**config.mk**
```make
export PLATFORM = sky130hd
export DESIGN_NAME = msi_frame_ctrl
export DESIGN_NICKNAME = d
export VERILOG_FILES = /design/src/rtl/msi_frame_ctrl.sv
export SDC_FILE = /design/constraint.sdc
export NUM_CORES = 1
export LEC_CHECK = 0
export BUFFER_PORTS_ARGS = -buffer_cell sky130_fd_sc_hd__buf_2
export CAP_MARGIN = 0
export CORE_MARGIN = 1
export CORE_UTILIZATION = 50
export CTS_BUF_LIST = sky130_fd_sc_hd__clkbuf_16
export CTS_CLUSTER_SIZE = 8
export DETAILED_ROUTE_END_ITERATION = 10
export PLACE_DENSITY = 0.71
export SYNTH_ARGS = -nofsm -noshare
export SYNTH_HDL_FRONTEND = slang
export SYNTH_SLANG_ARGS = --single-unit
```
**constraint.sdc**
```tcl
create_clock -name clk -period 3.1 [get_ports clk]
set_clock_uncertainty 0.2 [all_clocks]
set_input_delay 0.31 -clock clk [delete_from_list [all_inputs] [get_ports clk]]
set_output_delay 0.31 -clock clk [all_outputs]
set_load 0.05 [all_outputs]
```
**src/rtl/msi_frame_ctrl.sv**
```systemverilog
module msi_frame_ctrl #(
  parameter int FRAMES = 4,
  parameter int ADDR_W = 8,
  parameter int DATA_W = 16
) (
  input  logic              clk,
  input  logic              rst_n,
  input  logic              cpu_valid,
  input  logic [1:0]        cpu_op,
  input  logic [ADDR_W-1:0] cpu_addr,
  input  logic [DATA_W-1:0] cpu_wdata,
  output logic              cpu_ready,
  output logic [DATA_W-1:0] cpu_rdata,
  output logic              bus_req,
  output logic [2:0]        bus_cmd,
  output logic [ADDR_W-1:0] bus_addr,
  output logic [DATA_W-1:0] bus_wdata,
  input  logic              bus_gnt,
  input  logic [DATA_W-1:0] bus_rdata,
  input  logic              snoop_valid,
  input  logic [2:0]        snoop_cmd,
  input  logic [ADDR_W-1:0] snoop_addr,
  output logic              reply_valid,
  output logic [DATA_W-1:0] reply_data
);
  localparam int IDX_W = $clog2(FRAMES);
  localparam int TAG_W = ADDR_W - IDX_W;
  localparam logic [1:0] OP_LD = 2'd0, OP_ST = 2'd1, OP_EV = 2'd2;
  localparam logic [2:0] C_NONE = 3'd0, C_RD = 3'd1, C_RDX = 3'd2, C_INV = 3'd3, C_WB = 3'd4;
  localparam logic [1:0] ST_I = 2'd0, ST_S = 2'd1, ST_M = 2'd2;

  logic [1:0]        fst  [FRAMES];
  logic [TAG_W-1:0]  ftag [FRAMES];
  logic [DATA_W-1:0] fdat [FRAMES];

  logic              busy, pvict;
  logic [2:0]        pcmd;
  logic [ADDR_W-1:0] paddr;

  wire [IDX_W-1:0] c_idx = cpu_addr[IDX_W-1:0];
  wire [TAG_W-1:0] c_tag = cpu_addr[ADDR_W-1:IDX_W];
  wire [IDX_W-1:0] s_idx = snoop_addr[IDX_W-1:0];
  wire [TAG_W-1:0] s_tag = snoop_addr[ADDR_W-1:IDX_W];
  wire [IDX_W-1:0] p_idx = paddr[IDX_W-1:0];
  wire [TAG_W-1:0] p_tag = paddr[ADDR_W-1:IDX_W];

  wire [1:0] c_st  = fst[c_idx];
  wire [1:0] s_st  = fst[s_idx];
  wire       c_hit = (c_st != ST_I) && (ftag[c_idx] == c_tag);
  wire       s_hit = snoop_valid && (s_st != ST_I) && (ftag[s_idx] == s_tag);
  wire       s_own = (snoop_cmd == C_RDX) || (snoop_cmd == C_INV);
  wire       grant = busy && bus_gnt && !snoop_valid;

  logic              local_done, issue, ivict;
  logic [2:0]        icmd;
  logic [ADDR_W-1:0] iaddr;

  always_comb begin
    local_done = 1'b0;
    issue      = 1'b0;
    ivict      = 1'b0;
    icmd       = C_NONE;
    iaddr      = cpu_addr;
    if (cpu_valid && !busy && !snoop_valid) begin
      case (cpu_op)
        OP_LD: begin
          if (c_hit) local_done = 1'b1;
          else begin
            issue = 1'b1;
            if (c_st == ST_M) begin
              icmd = C_WB; ivict = 1'b1; iaddr = {ftag[c_idx], c_idx};
            end else icmd = C_RD;
          end
        end
        OP_ST: begin
          if (c_hit && c_st == ST_M) local_done = 1'b1;
          else begin
            issue = 1'b1;
            if (c_hit) icmd = C_INV;
            else if (c_st == ST_M) begin
              icmd = C_WB; ivict = 1'b1; iaddr = {ftag[c_idx], c_idx};
            end else icmd = C_RDX;
          end
        end
        OP_EV: begin
          if (c_hit && c_st == ST_M) begin
            issue = 1'b1; icmd = C_WB;
          end else local_done = 1'b1;
        end
        default: local_done = 1'b1;
      endcase
    end
  end

  assign cpu_ready   = local_done || (grant && !pvict);
  assign cpu_rdata   = busy ? bus_rdata : fdat[c_idx];
  assign bus_req     = busy;
  assign bus_cmd     = busy ? pcmd : C_NONE;
  assign bus_addr    = paddr;
  assign bus_wdata   = fdat[p_idx];
  assign reply_valid = s_hit && (s_st == ST_M) && (s_own || snoop_cmd == C_RD);
  assign reply_data  = fdat[s_idx];

  always_ff @(posedge clk or negedge rst_n) begin
    if (!rst_n) begin
      busy  <= 1'b0;
      pvict <= 1'b0;
      pcmd  <= C_NONE;
      paddr <= '0;
      for (int i = 0; i < FRAMES; i++) begin
        fst[i]  <= ST_I;
        ftag[i] <= '0;
        fdat[i] <= '0;
      end
    end else begin
      if (s_hit) begin
        if (s_own) fst[s_idx] <= ST_I;
        else if (snoop_cmd == C_RD && s_st == ST_M) fst[s_idx] <= ST_S;
        if (busy && paddr == snoop_addr) begin
          if (pcmd == C_INV && s_own) pcmd <= C_RDX;
          if (pcmd == C_WB && reply_valid) begin
            busy <= 1'b0;
            pcmd <= C_NONE;
          end
        end
      end
      if (issue) begin
        busy  <= 1'b1;
        pcmd  <= icmd;
        paddr <= iaddr;
        pvict <= ivict;
      end
      if (local_done && cpu_op == OP_ST) fdat[c_idx] <= cpu_wdata;
      if (local_done && cpu_op == OP_EV && c_hit) fst[c_idx] <= ST_I;
      if (grant) begin
        busy <= 1'b0;
        pcmd <= C_NONE;
        case (pcmd)
          C_RD: begin
            fst[p_idx]  <= ST_S;
            ftag[p_idx] <= p_tag;
            fdat[p_idx] <= bus_rdata;
          end
          C_RDX, C_INV: begin
            fst[p_idx]  <= ST_M;
            ftag[p_idx] <= p_tag;
            fdat[p_idx] <= cpu_wdata;
          end
          C_WB: fst[p_idx] <= ST_I;
          default: ;
        endcase
      end
    end
  end
endmodule


```
After elaboration in Yosys (flattened, before gate mapping) --
Index checks and enable logic that the tools add are counted.
Word-level totals: register bits 109, bits of input ports 58, output and inout bits 62, word-level logic and storage cells 178
Cells by class: $lt $le $gt $ge 6, eq/ne operators 14, multiplexer cells 85, bitwise gates (word level) 18, reduce and logical (&&, ||, !) cells 39
Operators with widths (count):
- $bwmux W64 | 3
- $mux W16 | 9
- $mux W64 | 2
- $pmux W64 S2 | 1
- $bmux W16 S2 | 3
- $mux W8 | 9
- $demux W16 S2 | 2
- $mux W3 | 14
- $mux W6 | 5
- $and A8 B8 Y8 | 3
- $bmux W6 S2 | 2
- $bwmux W24 | 1
- $not A8 Y8 | 3
- $pmux W8 S3 | 1
- $logic_and A1 B1 Y1 | 21
- $pmux W8 S2 | 1
- $mux W1 | 15
- $mux W2 | 7
- $and A4 B4 Y4 | 3
- $demux W2 S2 | 3
- $demux W6 S2 | 1
- $eq A3 B2 Y1 const B | 4
- $eq A6 B6 Y1 | 2
- $not A4 Y4 | 3
- other kinds (23) | 44

Logic depth before layout (Yosys ltp) --
depth in word-level cells 16, mapped depth 9, gate-level depth less buffers 7

Least setup slack after synthesis --
Ideal clock, no wire load.
path type input-to-reg, start in snoop_addr[1], end reg pcmd[0], setup time 0.129 ns, data arrival time 4.785 ns, data required time 2.771 ns, slack -2.014 ns, cell stages on the path 9, path buffers 2, cells stage by stage clkbuf_1 > buf_2 > mux4_2 > xnor2_1 > nand4_1 > a2111oi_0 > a31oi_1 > nand4_1 > o31ai_1
On the way: longest elaborated chain between the ends 15, elaborated cells on any way between the ends 26, those cells by class eq/ne: 3; mux: 11; bitwise: 1; reduce/logical: 11
RTL lines:
- from (decl) | RTL line 22 | input logic [ADDR_W-1:0] snoop_addr,
- $not A2 Y3 (implied by the code) * | RTL line 48, 50
- branches (longest 6 deep; another with $bmux W6 S2)
- $logic_and A1 B1 Y1 * (2 in a row) | RTL line 101 | assign reply_valid = s_hit && (s_st == ST_M) && (s_own || snoop_cmd == C_RD);
- via reply_valid | RTL line 23 | output logic reply_valid,
- $logic_and A1 B1 Y1 * | RTL line 121 | if (pcmd == C_WB && reply_valid) begin
- $mux W3 | RTL line 121
- $mux W3 | RTL line 119 | if (busy && paddr == snoop_addr) begin
- $mux W3 | RTL line 116 | if (s_hit) begin
- $mux W3 | RTL line 127 | if (issue) begin
- $mux W3 | RTL line 135 | if (grant) begin
- to (signal assigned) | RTL line 129 | pcmd <= icmd;
- to (decl) | RTL line 37 | logic [2:0] pcmd;
Mark *: on every way through the listed nets, which the timed path passes. The select of a mux whose other input is x is not followed. A chain may end at the register's enable or synchronous reset.

Final worst setup path --
start reg ftag[3] (netlist bit), end out cpu_ready
On the way: longest elaborated chain between the ends 10, elaborated cells on any way between the ends 12, those cells by class eq/ne: 1; mux: 8; reduce/logical: 3
RTL lines:
- from (decl) | RTL line 33 | logic [TAG_W-1:0] ftag [FRAMES];
- from (signal, indexed assignment) | RTL line 141 | ftag[p_idx] <= p_tag;
- from (signal, indexed assignment) | RTL line 146 | ftag[p_idx] <= p_tag;
- $bmux W6 S2 * | RTL line 49 | wire c_hit = (c_st != ST_I) && (ftag[c_idx] == c_tag);
- $mux W6 (implied by the code) * (2 in a row) | RTL line 49
- $eq A6 B6 Y1 * | RTL line 49
- $logic_and A1 B1 Y1 * | RTL line 49
- $logic_and A1 B1 Y1 | RTL line 76, 86
- $mux W1 (on tied branches) | RTL line 86, 76
- $pmux W1 S3 * | RTL line 65 | case (cpu_op)
- $mux W1 * | RTL line 64 | if (cpu_valid && !busy && !snoop_valid) begin
- $logic_or A1 B1 Y1 * | RTL line 95 | assign cpu_ready = local_done || (grant && !pvict);
- to (decl) | RTL line 12 | output logic cpu_ready,
Every way passes the cells marked *; elsewhere a longest branch is shown, timed or not. The select of a mux whose other input is x is not followed.

==> results.txt <==
status - completed
Rel. slew slack - 39.5%
Synth Warn # - 0
mean routed wirelength per cell - 23.0 um
Critical Path Source Type - register
placed cell area - 9390 sq um
worst ir drop on vdd - 579 uV
share of cells above drive strength 1 - 33.5%
asr flop ratio synth - 100%
switching share of power - 48.7%
Hold Crit Start - cpu_addr[3]
clk_lat worst skew - 360 ps
CTS tree - yes
vias post-DR - 7409
final setup fails - 0
die area - 17200 sq um
Final WS setup - 62.6 ps
minimum clock period - 3040 ps
Max Slew Vio Count - 0
Distinct cells, synth - 54
Sequential Power Share - 27.4%
fin cells - 1106
Crit Path Category - reg2out
Cell Rows - 46
Die Y - 131 um
LEAKAGE - 3.76 nW
1st-iter DRT viols - 893
crit share post-route - 98.0%
CTS Buf Count - 9
Core ar. - 16100 sq um
CP startpoint - ftag[3]
placed cell count - 1088
nets - 943
Most used DFF post-synth - dfrtp_1
DP HPWL - 16.9 mm
initial antenna violation count - 0
first-pass GRT wire length - 39.2 mm
pwr dens - 951 nW/um^2
H-tree depth - 3
Mapped Nets - 835
WP data required - 2590 ps
dpl ws - -102 ps
post-synthesis sequential area ratio - 32.8%
post-synthesis register bit count - 109
DRC - 0
# IOs - 120
gr usage total - 30.7%
Critical Path Sink Type - primary output
DRT Pass-1 Iters - 5
vias in the first global route - 6969
Final Hold Vio Count - 0
Mapped Area - 8330 sq um
Avg Cell Area, Syn - 10.7 sq um
Total Neg Setup Slack - 0 ps
Initial Utilization - 51.8%
Clock Pin Slew Worst Setup and Hold Paths - 70 ps
gr ovfl total - 0
Critical Path AT - 2530 ps
cells after synthesis - 777
synthesis-to-layout area growth - 16.7%
GP Congestion - 0.904
final WL - 25.5 mm
Gate power share - 60.0%
root buf cell - clkbuf_16
highest net fanout along the worst path - 9
die width - 131 um
Slew @ Worst Pin - 904 ps
maximum clock frequency - 329 MHz
Post-synth EDFFs - 0
Max clock buf depth - 2
Design Area, Final - 9710 sq um
maximum capacitance violations - 0
Reg2Reg Launch Point - ftag[3]
post-DR vias/cell - 6.70
P_int - 0.00474 W
Psw - 0.00450 W
IO buf count - 119
fin util - 60.5%
largest net degree at the start of global routing - 72
Min-Delay Path Class - in2reg
DRT antenna net count - 0
Clk pwr share - 12.6%
CTS Sinks - 109
cells in the mapped netlist, types with 2 or more instances:
master / n / area (sq um)
mux2i_1: 75 / 751
nor2b_1: 6 / 37.5
inv_1: 3 / 11.3
nand2_1: 30 / 113
and2_1: 4 / 25.0
nor4_1: 4 / 25.0
or2_2: 2 / 12.5
mux2_2: 36 / 405
nand2b_1: 5 / 31.3
nor2_1: 21 / 78.8
clkbuf_1: 54 / 203
mux2_1: 7 / 78.8
a32oi_1: 6 / 52.6
buf_2: 4 / 20.0
nor3b_1: 4 / 30.0
buf_1: 6 / 22.5
xnor2_2: 4 / 65.1
a221oi_1: 16 / 140
nor4_4: 4 / 85.1
a22o_1: 48 / 420
buf_6: 4 / 45.0
o21ai_1: 36 / 180
mux4_2: 62 / 1400
nor3_1: 6 / 30.0
nand4_1: 4 / 25.0
xor2_1: 5 / 43.8
a21o_1: 17 / 128
dfrtp_1: 109 / 2730
or3_1: 6 / 37.5
nand3_1: 6 / 30.0
or3_4: 2 / 22.5
a21oi_1: 7 / 35.0
xnor2_1: 15 / 131
o21ai_0: 136 / 681
and3_1: 2 / 12.5
a31oi_1: 3 / 18.8
cell families (layout without fill, tap and decap cells):
kind of cell	Yosys count	count (layout)	synth area share, %
AND/OR/NAND/NOR	108	108	7.65
flip-flops	109	109	32.8
AO/OA/AOI/OAI	283	283	21.3
buffers and inverters	73	185	3.76
multiplexers	180	180	31.6
XOR/XNOR	24	24	2.89
other	0	1	0
worst max-delay path, cell delays in order, from the launching register on:
cell      delay [ps]
dfrtp_1          390
mux4_2           530
xnor2_2          210
nand4_4          270
nor3_2           290
nor2_1            60
o22ai_1          150
clkbuf_4         260
routing by layer:
metal	track usage [%]	routed length (um)	vias to the layer above
met5	0	0	-
met4	11.1	629	0
met3	5.94	1850	60
met2	49.6	12400	345
met1	41.2	10600	3733
li1	-	-	3271
power groups by stage:
stage | clock, W | sequential [W] | combinational, W
2_1_floorplan | 0 | 0.00252 | 0.00415
3_3_place_gp | 0 | 0.00251 | 0.00540
3_5_place_dp | 0 | 0.00253 | 0.00550
4_1_cts | 0.00117 | 0.00251 | 0.00552
5_1_grt | 0.00123 | 0.00261 | 0.00594
6_report | 0.00117 | 0.00253 | 0.00554
layout by cell type, fill, tap and decap left out, types with 3 or more instances in the layout:
| master | count |
|---|---|
| a21o_1 | 17 |
| a21oi_1 | 7 |
| a221oi_1 | 16 |
| a22o_1 | 48 |
| a31oi_1 | 3 |
| a32oi_1 | 6 |
| and2_1 | 4 |
| buf_12 | 9 |
| buf_2 | 116 |
| buf_4 | 38 |
| clkbuf_16 | 9 |
| dfrtp_1 | 109 |
| inv_1 | 5 |
| mux2_1 | 7 |
| mux2_2 | 36 |
| mux2i_1 | 75 |
| mux4_2 | 62 |
| nand2_1 | 30 |
| nand2b_1 | 5 |
| nand3_1 | 6 |
| nand4_1 | 4 |
| nor2_1 | 20 |
| nor2b_1 | 5 |
| nor3_1 | 5 |
| nor3b_1 | 3 |
| nor4_1 | 4 |
| nor4_4 | 4 |
| o21ai_0 | 136 |
| o21ai_1 | 36 |
| or3_1 | 6 |
| xnor2_1 | 14 |
| xnor2_2 | 5 |
| xor2_1 | 5 |
metrics by stage:
| step | hold slack, ps | power, W |
|---|---|---|
| 2_1_floorplan | -186 | 0.00667 |
| 3_3_place_gp | 144 | 0.00790 |
| 3_5_place_dp | 139 | 0.00803 |
| 4_1_cts | 75.1 | 0.00920 |
| 5_1_grt | 122 | 0.00977 |
| 6_report | 103 | 0.00924 |
cell type report:
class                           instances  area (sq um)
Timing Repair Buffer                  166          1070
Clock buffer                            9           225
Sequential cell                       109          2730
Inverter                                4          15.0
Fill cell                            1376          6340
Clock inverter                          6          56.3
Tap cell                              216           270
Antenna cell                            1          2.50
Multi-Input combinational cell        595          5340
timing repair:
action | CTS | global route
hold buffers | 2 | 0
setup buffers | 0 | 0
endpoints found under the hold margin | 40 | 0
gates resized for setup | 0 | 6
setup endpoints to repair | 0 | 2
registers in the layout, indices dropped and copies added, names as in the netlist:
register	cells
fdat	64
ftag	24
bus_addr	8
fst	8
pcmd	3
bus_req	1
pvict	1
worst paths after layout:
check | end | slack [ps] | depth (start not counted)
setup reg to reg | fdat[40] | 190 | 8
max in group asynchronous | ftag[5] | 1590 | 3
setup / recovery | cpu_ready | 60 | 7
hold / removal | bus_addr[3] | 100 | 3
hold reg to reg | pvict | 280 | 2
min in group asynchronous | fdat[49] | 280 | 2
No activity file was read; power rests on OpenSTA's default activity.
